File: src/rtl/stencil_chain_pkg.sv
package stencil_chain_pkg;

    localparam int DW = 16;
    localparam int YW = DW + 2;
    localparam int ZW = DW + 4;

    // Stage 2 reads inputs at k+3 and intermediates at k and k+2.
    localparam int X_LEAD   = 3;
    localparam int Y_SPAN   = 2;
    // Stage 1 runs this many positions ahead of its natural slot.
    localparam int S1_SHIFT = 2;

    localparam int X_DEPTH = X_LEAD - S1_SHIFT;
    localparam int Y_DEPTH = Y_SPAN + S1_SHIFT;
    localparam int STORE_ELEMS           = 2 * X_DEPTH + Y_DEPTH;
    localparam int STORE_ELEMS_UNSHIFTED = 2 * X_LEAD + Y_SPAN;

    // Position of the element that completes the first result Z[Y_SPAN].
    localparam int FIRST_OUT_POS = Y_SPAN + X_LEAD;
    localparam int CNT_W = $clog2(FIRST_OUT_POS + 1);

    typedef enum logic [1:0] {
        ST_IDLE = 2'd0,
        ST_FILL = 2'd1,
        ST_RUN  = 2'd2
    } ctl_state_t;

endpackage

File: src/rtl/stencil_chain_ctrl.sv
module stencil_chain_ctrl
    import stencil_chain_pkg::*;
(
    input  logic clk,
    input  logic rst_n,
    input  logic start,
    input  logic flush,
    input  logic in_valid,
    output logic shift_en,
    output logic clear,
    output logic fire,
    output logic kill
);

    ctl_state_t state, state_nxt;
    logic [CNT_W-1:0] cnt, cnt_nxt;
    logic take;

    assign take = in_valid && !start && !flush;

    always_ff @(posedge clk) begin
        if (!rst_n) begin
            state <= ST_IDLE;
            cnt   <= '0;
        end else begin
            state <= state_nxt;
            cnt   <= cnt_nxt;
        end
    end

    always_comb begin
        state_nxt = state;
        cnt_nxt   = cnt;
        if (start) begin
            state_nxt = ST_FILL;
            cnt_nxt   = '0;
        end else if (flush) begin
            state_nxt = ST_IDLE;
            cnt_nxt   = '0;
        end else begin
            unique case (state)
                ST_IDLE: ;
                ST_FILL: begin
                    if (in_valid) begin
                        if (cnt == CNT_W'(FIRST_OUT_POS))
                            state_nxt = ST_RUN;
                        else
                            cnt_nxt = cnt + CNT_W'(1);
                    end
                end
                ST_RUN: ;
                default: state_nxt = ST_IDLE;
            endcase
        end
    end

    always_comb begin
        shift_en = 1'b0;
        fire     = 1'b0;
        clear    = start;
        kill     = flush && !start;
        unique case (state)
            ST_IDLE: ;
            ST_FILL: begin
                shift_en = take;
                fire     = take && (cnt == CNT_W'(FIRST_OUT_POS));
            end
            ST_RUN: begin
                shift_en = take;
                fire     = take;
            end
            default: ;
        endcase
    end

endmodule

File: src/rtl/stencil_chain_s1.sv
module stencil_chain_s1
    import stencil_chain_pkg::*;
(
    input  logic                 clk,
    input  logic                 rst_n,
    input  logic                 clear,
    input  logic                 shift_en,
    input  logic signed [DW-1:0] x1,
    input  logic signed [DW-1:0] x2,
    output logic signed [YW-1:0] y_new
);

    logic signed [DW-1:0] d1 [X_DEPTH];
    logic signed [DW-1:0] d2 [X_DEPTH];

    generate
        for (genvar g = 0; g < X_DEPTH; g++) begin : g_xdly
            always_ff @(posedge clk) begin
                if (!rst_n || clear) begin
                    d1[g] <= '0;
                    d2[g] <= '0;
                end else if (shift_en) begin
                    if (g == 0) begin
                        d1[g] <= x1;
                        d2[g] <= x2;
                    end else begin
                        d1[g] <= d1[(g == 0) ? 0 : g-1];
                        d2[g] <= d2[(g == 0) ? 0 : g-1];
                    end
                end
            end
        end
    endgenerate

    // Pair sum of the current element and the one before it.
    assign y_new = YW'(x1) + YW'(d1[X_DEPTH-1]) + YW'(x2) + YW'(d2[X_DEPTH-1]);

endmodule

File: src/rtl/stencil_chain_ybuf.sv
module stencil_chain_ybuf
    import stencil_chain_pkg::*;
(
    input  logic                 clk,
    input  logic                 rst_n,
    input  logic                 clear,
    input  logic                 shift_en,
    input  logic signed [YW-1:0] y_new,
    output logic signed [YW-1:0] tap_near,
    output logic signed [YW-1:0] tap_far
);

    // slot[s] holds the intermediate produced s+1 accepted elements ago
    logic signed [YW-1:0] slot [Y_DEPTH];

    generate
        for (genvar g = 0; g < Y_DEPTH; g++) begin : g_slot
            always_ff @(posedge clk) begin
                if (!rst_n || clear)
                    slot[g] <= '0;
                else if (shift_en) begin
                    if (g == 0)
                        slot[g] <= y_new;
                    else
                        slot[g] <= slot[(g == 0) ? 0 : g-1];
                end
            end
        end
    endgenerate

    assign tap_near = slot[Y_DEPTH-1-Y_SPAN];
    assign tap_far  = slot[Y_DEPTH-1];

endmodule

File: src/rtl/stencil_chain_s2.sv
module stencil_chain_s2
    import stencil_chain_pkg::*;
(
    input  logic                 clk,
    input  logic                 rst_n,
    input  logic                 clear,
    input  logic                 kill,
    input  logic                 fire,
    input  logic signed [DW-1:0] x1,
    input  logic signed [DW-1:0] x2,
    input  logic signed [YW-1:0] y_near,
    input  logic signed [YW-1:0] y_far,
    output logic                 z_valid,
    output logic signed [ZW-1:0] z
);

    logic signed [ZW-1:0] sum;

    assign sum = ZW'(x1) + ZW'(x2) + ZW'(y_far) + ZW'(y_near);

    always_ff @(posedge clk) begin
        if (!rst_n) begin
            z_valid <= 1'b0;
            z       <= '0;
        end else if (clear || kill) begin
            z_valid <= 1'b0;
        end else begin
            z_valid <= fire;
            if (fire)
                z <= sum;
        end
    end

endmodule

File: src/rtl/stencil_chain.sv
module stencil_chain
    import stencil_chain_pkg::*;
(
    input  logic                 clk,
    input  logic                 rst_n,
    input  logic                 start,
    input  logic                 flush,
    input  logic                 in_valid,
    input  logic signed [DW-1:0] x1,
    input  logic signed [DW-1:0] x2,
    output logic                 z_valid,
    output logic signed [ZW-1:0] z
);

    logic shift_en, clear, fire, kill;
    logic signed [YW-1:0] y_new, y_near, y_far;

    stencil_chain_ctrl u_ctrl (
        .clk      (clk),
        .rst_n    (rst_n),
        .start    (start),
        .flush    (flush),
        .in_valid (in_valid),
        .shift_en (shift_en),
        .clear    (clear),
        .fire     (fire),
        .kill     (kill)
    );

    stencil_chain_s1 u_s1 (
        .clk      (clk),
        .rst_n    (rst_n),
        .clear    (clear),
        .shift_en (shift_en),
        .x1       (x1),
        .x2       (x2),
        .y_new    (y_new)
    );

    stencil_chain_ybuf u_ybuf (
        .clk      (clk),
        .rst_n    (rst_n),
        .clear    (clear),
        .shift_en (shift_en),
        .y_new    (y_new),
        .tap_near (y_near),
        .tap_far  (y_far)
    );

    stencil_chain_s2 u_s2 (
        .clk     (clk),
        .rst_n   (rst_n),
        .clear   (clear),
        .kill    (kill),
        .fire    (fire),
        .x1      (x1),
        .x2      (x2),
        .y_near  (y_near),
        .y_far   (y_far),
        .z_valid (z_valid),
        .z       (z)
    );

endmodule

File: config.mk
export PLATFORM = sky130hd
export DESIGN_NAME = stencil_chain
export DESIGN_NICKNAME = d
export VERILOG_FILES = /design/src/rtl/stencil_chain_pkg.sv /design/src/rtl/stencil_chain_ctrl.sv /design/src/rtl/stencil_chain_s1.sv /design/src/rtl/stencil_chain_ybuf.sv /design/src/rtl/stencil_chain_s2.sv /design/src/rtl/stencil_chain.sv
export SDC_FILE = /design/constraint.sdc
export NUM_CORES = 1
export LEC_CHECK = 0
export BUFFER_PORTS_ARGS = -buffer_cell sky130_fd_sc_hd__buf_2
export CORE_MARGIN = 2
export CORE_UTILIZATION = 61
export CTS_BUF_LIST = sky130_fd_sc_hd__clkbuf_16
export DETAILED_ROUTE_END_ITERATION = 10
export PLACE_DENSITY = 0.82
export SLEW_MARGIN = 25
export SYNTH_ARGS = -nofsm -noshare
export SYNTH_HDL_FRONTEND = slang
export SYNTH_SLANG_ARGS = --single-unit
File: constraint.sdc
create_clock -name clk -period 5.5 [get_ports clk]
set_input_delay 1.1 -clock clk [delete_from_list [all_inputs] [get_ports clk]]
set_output_delay 1.1 -clock clk [all_outputs]
set_load 0.1 [all_outputs]
# After elaboration in Yosys (flattened, before gate mapping)
# Memory sizes are Yosys's and may differ from the RTL's.
# Cells that the tools add are included.
[word_totals]
register_bits = 26
ramBits = 104
input_bits = 37
out_inout_bits = 21
word_cells = 71
mem_count = 3
[memory_table]
columns = ["name", "words", "width", "rd", "rd_clocked_by_memory_dff", "wr", "line_no", "text"]
rows = [
  ["u_ybuf.slot", 4, 18, 4, 0, 4, "stencil_chain_ybuf.sv:14", "logic signed [YW-1:0] slot [Y_DEPTH];"],
  ["u_s1.d1", 1, 16, 1, 0, 1, "stencil_chain_s1.sv:13", "logic signed [DW-1:0] d1 [X_DEPTH];"],
  ["u_s1.d2", 1, 16, 1, 0, 1, "stencil_chain_s1.sv:14", "logic signed [DW-1:0] d2 [X_DEPTH];"],
]
[classes]
addsub = 7
eq_ne = 8
mux = 20
n_bitwise = 8
n_reduce_logical = 20
[ops]
columns = ["op", "count"]
rows = [
  ["18-bit two-way mux", 4],
  ["16-bit by 16-bit adder with 17-bit output", 2],
  ["16-bit two-way mux", 2],
  ["16-bit OR reduction", 2],
  ["20-bit by 18-bit adder with 20-bit output", 1],
  ["17-bit by 18-bit adder with 19-bit output", 1],
  ["17-bit by 16-bit adder with 18-bit output", 1],
  ["18-bit by 16-bit adder with 18-bit output", 1],
  ["1-bit two-way mux", 10],
  ["3-bit AND reduction", 3],
  ["2-bit OR reduction", 3],
  ["1-bit logical AND", 4],
  ["2-bit two-way mux", 2],
  ["4-bit by 3-bit != test with 1-bit output, second input constant", 1],
  ["4-bit != test, second input constant", 1],
  ["1-bit NOT", 4],
  ["1-bit bitwise OR", 4],
  ["2-bit one-hot mux with 2 select lines", 1],
  ["3-bit by 1-bit adder with 3-bit output, second input constant", 1],
  ["3-bit equality test, second input constant", 1],
  ["1-bit logical NOT", 3],
  ["3-bit by 1-bit != test with 1-bit output, second input constant", 1],
  ["3-bit OR reduction", 1],
  ["2-bit by 1-bit equality test with 1-bit output, second input constant", 1],
  ["7 further kinds", 8],
]

# Longest topological paths before layout
[depth]
word_depth = 9
ltp_mapped = 17
mapped_depth_nobuf = 17

# Hierarchy
# From an unflattened synthesis, not the netlist that was laid out.
[hier_totals]
hier_cells = 863
area_unflattened_um2 = 9203.8
[by_module_without_submodules]
columns = ["mod", "instances", "cells_each", "area_each_um2", "seq_area_each_um2"]
rows = [
  ["stencil_chain_ybuf", 1, 169, 3064.2, 2162.1],
  ["stencil_chain_s1", 1, 293, 2980.4, 960.9],
  ["stencil_chain_s2", 1, 360, 2821.5, 420.4],
  ["stencil_chain_ctrl", 1, 41, 337.8, 100.1],
]

# Least setup slack after synthesis
# No wires, ideal clock.
[synth_path]
kind = "input -> register"
start = "input port x1[1]"
end = "register u_s2.z[16]"
setup_ns = 0.121
arrival_ns = 4.542
t_required_ns = 5.379
path_slack_ns = 0.837
path_stages = 17
n_path_buf = 0
path_cell_list = "fa_1 ha_1 fa_1 a21o_1 a211oi_1 o21a_1 o21ba_2 o21bai_1 a21oi_1 xnor2_1 ha_1 a21oi_1 nand2_1 or3_1 o21ai_1 xor2_1 o21ai_1"
[synth_via]
elab_chain_cells = 3
[synth_rtl]
columns = ["item", "line_no", "text"]
rows = [
  ["from (decl)", "stencil_chain.sv:9", "input logic signed [DW-1:0] x1,"],
  ["16-bit by 16-bit adder with 17-bit output", "stencil_chain_s2.sv:19", "assign sum = ZW'(x1) + ZW'(x2) + ZW'(y_far) + ZW'(y_near);"],
  ["17-bit by 18-bit adder with 19-bit output", "stencil_chain_s2.sv:19", ""],
  ["20-bit by 18-bit adder with 20-bit output", "stencil_chain_s2.sv:19", ""],
  ["to (signal assigned)", "stencil_chain_s2.sv:30", "z <= sum;"],
  ["to (decl)", "stencil_chain_s2.sv:14", "output logic signed [ZW-1:0] z"],
]
# Every way passes these cells.
# A chain may end at the register's enable or synchronous reset.

# Worst setup path after layout
[layout_path]
start = "input port x1[1]"
end = "register u_s2.z[19]"
# Same word-level chain as after synthesis.

==> flow_summary_export.csv <==
group,metric,value,unit
placement,place_inst,911,
die,initial_core_util,61.90,%
detailed_routing,drt-wirelength-per-cell,17.79,um
cts,ctsHoldBuffers,0,
global_routing,grt_pass1_vias,5679,
detailed_routing,drt.antenna.violating_nets,0,
cells_and_area,drive_gt1_share,12.92,%
cts,clk_pin_slew_worst_paths,60,ps
power,ir_drop,0.0002222,V
cts,clk_latency,420,ps
worst_setup_path,r2r-start,"u_ybuf.slot[3][1]",
synthesis,synth_seq_cells,130,
synthesis,synth_top_cells_by_count,"edfxtp_1, and3_1, ha_1",
placement,finalWeightedCongestion,0.9526,
placement,place.port_buffers,57,
worst_setup_path,cp-end-kind,"flip-flop",
die,row_count,42,
min_path,hold_class,"reg -> reg",
synthesis,synth_cells,701,
min_path,holdCritStartpoint,"u_s2.z[1]",
global_routing,overflow,0,
sta,rsz0062_at_grt,"no",
placement,dpl.hpwl,11.78,mm
cts,cts_max_path_buffers,2,
cells_and_area,fin_nets,903,
cts,ctsHtreeMaxLevel,4,
synthesis,syn_area,8132,um2
sta,finalHoldViolCount,0,
synthesis,synth-async-reset-ratio,0,%
global_routing,grt_pass1_wl,27.72,mm
cells_and_area,area.growth.synth_to_final,12.93,%
cts,cts_tree,"yes",
cells_and_area,fin_cells,942,
sta,maxSlewViolCount,0,
power,leakagePower,4.164,nW
worst_setup_path,critPathMaxFanout,8,
sta,tns,0,ps
die,io_pins,58,
die,die_y,119.5,um
cells_and_area,antenna_cells,0,
status,status,"finished clean",
die,die_area,14270,um2
detailed_routing,wirelength,16.76,mm
detailed_routing,vias,5728,
synthesis,ys_types,52,
synthesis,synth_edf_count,104,
cts,cts_buffers,17,
worst_setup_path,cp.arrival,5130,ps
synthesis,synth_area_leader_cell,"edfxtp_1",
die,die_x,119.5,um
worst_setup_path,cp-startpoint,"x1[1]",
synthesis,syn_avg_cell_area,11.60,um2
worst_setup_path,required,5830,ps
sta,finalClockSkew,10.80,ps
detailed_routing,dr.pass1.iters,5,
worst_setup_path,ff2ff_setup_slack,1100,ps
sta,worstMarginPinSlew,850.1,ps
synthesis,synth_most_common_cell,"edfxtp_1",
power,powerDensity,354.4,nW/um2
worst_setup_path,start_kind,"input pin",
cts,clock_sinks,130,
cts,cts_setup_buffers,0,
sta,finalSetupViolCount,0,
synthesis,synth_top_area_share,38.41,%
sta,clock.fmax,0.2082,GHz
worst_setup_path,crit_type,"in -> reg",
synthesis,synth_fp_nets,850,
sta,fin_crit_sh,87.33,%
synthesis,ys_seq_area_share,44.81,%
sta,slew_headroom,43.33,%
detailed_routing,vias_per_cell,6.081,
die,core_area,13140,um2
synthesis,synth_area_leaders,"edfxtp_1, fa_1, ha_1, and3_1, dfxtp_1",
cts,root_buffer,"clkbuf_16",
detailed_routing,route.detailed.drc,0,
cts,ctsResizeCount,0,
detailed_routing,drt_iter0_markers,513,
sta,finalCriticalPeriod,4803,ps
global_routing,antenna_found_initial,0,
synthesis,ys.flop_type,"edfxtp_1",
global_routing,grt_use_total,25.03,%
synthesis,yosys_warnings,0,
global_routing,grt_max_degree,104,
flow_run,max_cap_violations,0,
-- state kept, by name, indices dropped and copies added, names as in the netlist --
register / cells
u_ybuf.slot: 72
u_s2.z: 20
u_s1.d1: 16
u_s1.d2: 16
u_ctrl.cnt: 3
u_ctrl.state: 2
u_s2.z_valid: 1
-- cells in the final DEF, fill, tap and decap left out, types with 3 or more instances in the layout --
cell type and count:
a31oi_1 7, and3_1 93, inv_1 11, o22ai_1 3, a211oi_1 11, fa_1 53
nand2_1 41, nand4_1 3, nor3_1 10, ha_1 59, nor2b_1 3, nand3_1 17
xor2_1 16, nand4b_1 3, a211o_1 3, o21ai_0 24, edfxtp_1 104, dfxtp_1 26
or3_1 5, nor2_1 42, clkbuf_16 17, o21ai_1 4, nand2b_1 4, buf_4 4
xnor2_1 23, a21oi_1 45, o21bai_1 3, o21a_1 12, o31ai_1 3, a21o_1 18
clkinv_1 3, buf_2 57, bufinv_16 4
-- critical path, stage by stage --
cell      delay [ps]
buf_2            130
fa_1             470
ha_1             250
fa_1             410
a21o_1           210
a211oi_1         330
o21a_1           260
o21ba_2          160
o21bai_1          60
a21oi_1          190
xnor2_1          140
ha_1             330
o21ai_0          250
a21oi_1           80
nor2_1           180
o221ai_1         140
a211o_1          300
a21oi_1          140
-- per-stage QoR --
| step | instance area, um2 | power, mW | util, % | worst slack (ps) | hold WS, ps |
|---|---|---|---|---|---|
| after CTS | 9183 | 3.259 | 69.90 | 769.1 | 451.4 |
| after global routing | 9183 | 3.430 | 69.90 | 397.0 | 463.2 |
| after detailed placement | 8569 | 2.069 | 65.23 | 345.3 | 445.4 |
| after global placement | 8569 | 2.029 | 65.23 | 450.6 | 438.8 |
| final | 9183 | 3.254 | 69.90 | 697.0 | 451.2 |
| after floorplan | 8132 | 1.866 | - | 837.3 | 484.5 |
-- layer usage --
layer	part of all wire [%]	routed length (um)	track usage (%)
met2	47	7953	39.82
met4	1.6	276	7.868
met3	5.5	928	5.699
met1	45	7597	34.47
met5	0	0	0
-- layout make-up --
class                           count  area [um2]
Multi-Input combinational cell    532        4345
Fill cell                         922        3955
Sequential cell                   130        3643
Clock buffer                       17       425.4
Timing Repair Buffer               61       315.3
Tap cell                          176       220.2
Clock inverter                     14       187.7
Inverter                           12       45.04
-- cell families (layout without fill, tap and decap cells) --
family	after synthesis	count (layout)	synth area share [%]
compound gates	147	147	11.63
xor+xnor	39	39	4.201
fa+ha+maj	112	112	22.13
buf+inv	39	104	1.816
flops	130	130	44.81
mux	3	3	0.3847
simple gates	231	231	15.03
-- final timing paths --
check               end  depth (start not counted)
max          u_s2.z[19]                         18
min           u_s2.z[1]                          2
max reg2reg  u_s2.z[19]                         17
min reg2reg   u_s2.z[1]                          2
-- where the power goes --
group / internal [mW] / switching, mW
Sequential: 1.10 / 0.0194
Combinational: 0.406 / 0.549
Clock: 0.754 / 0.427
Note: power is estimated with default switching activity, not from simulation.
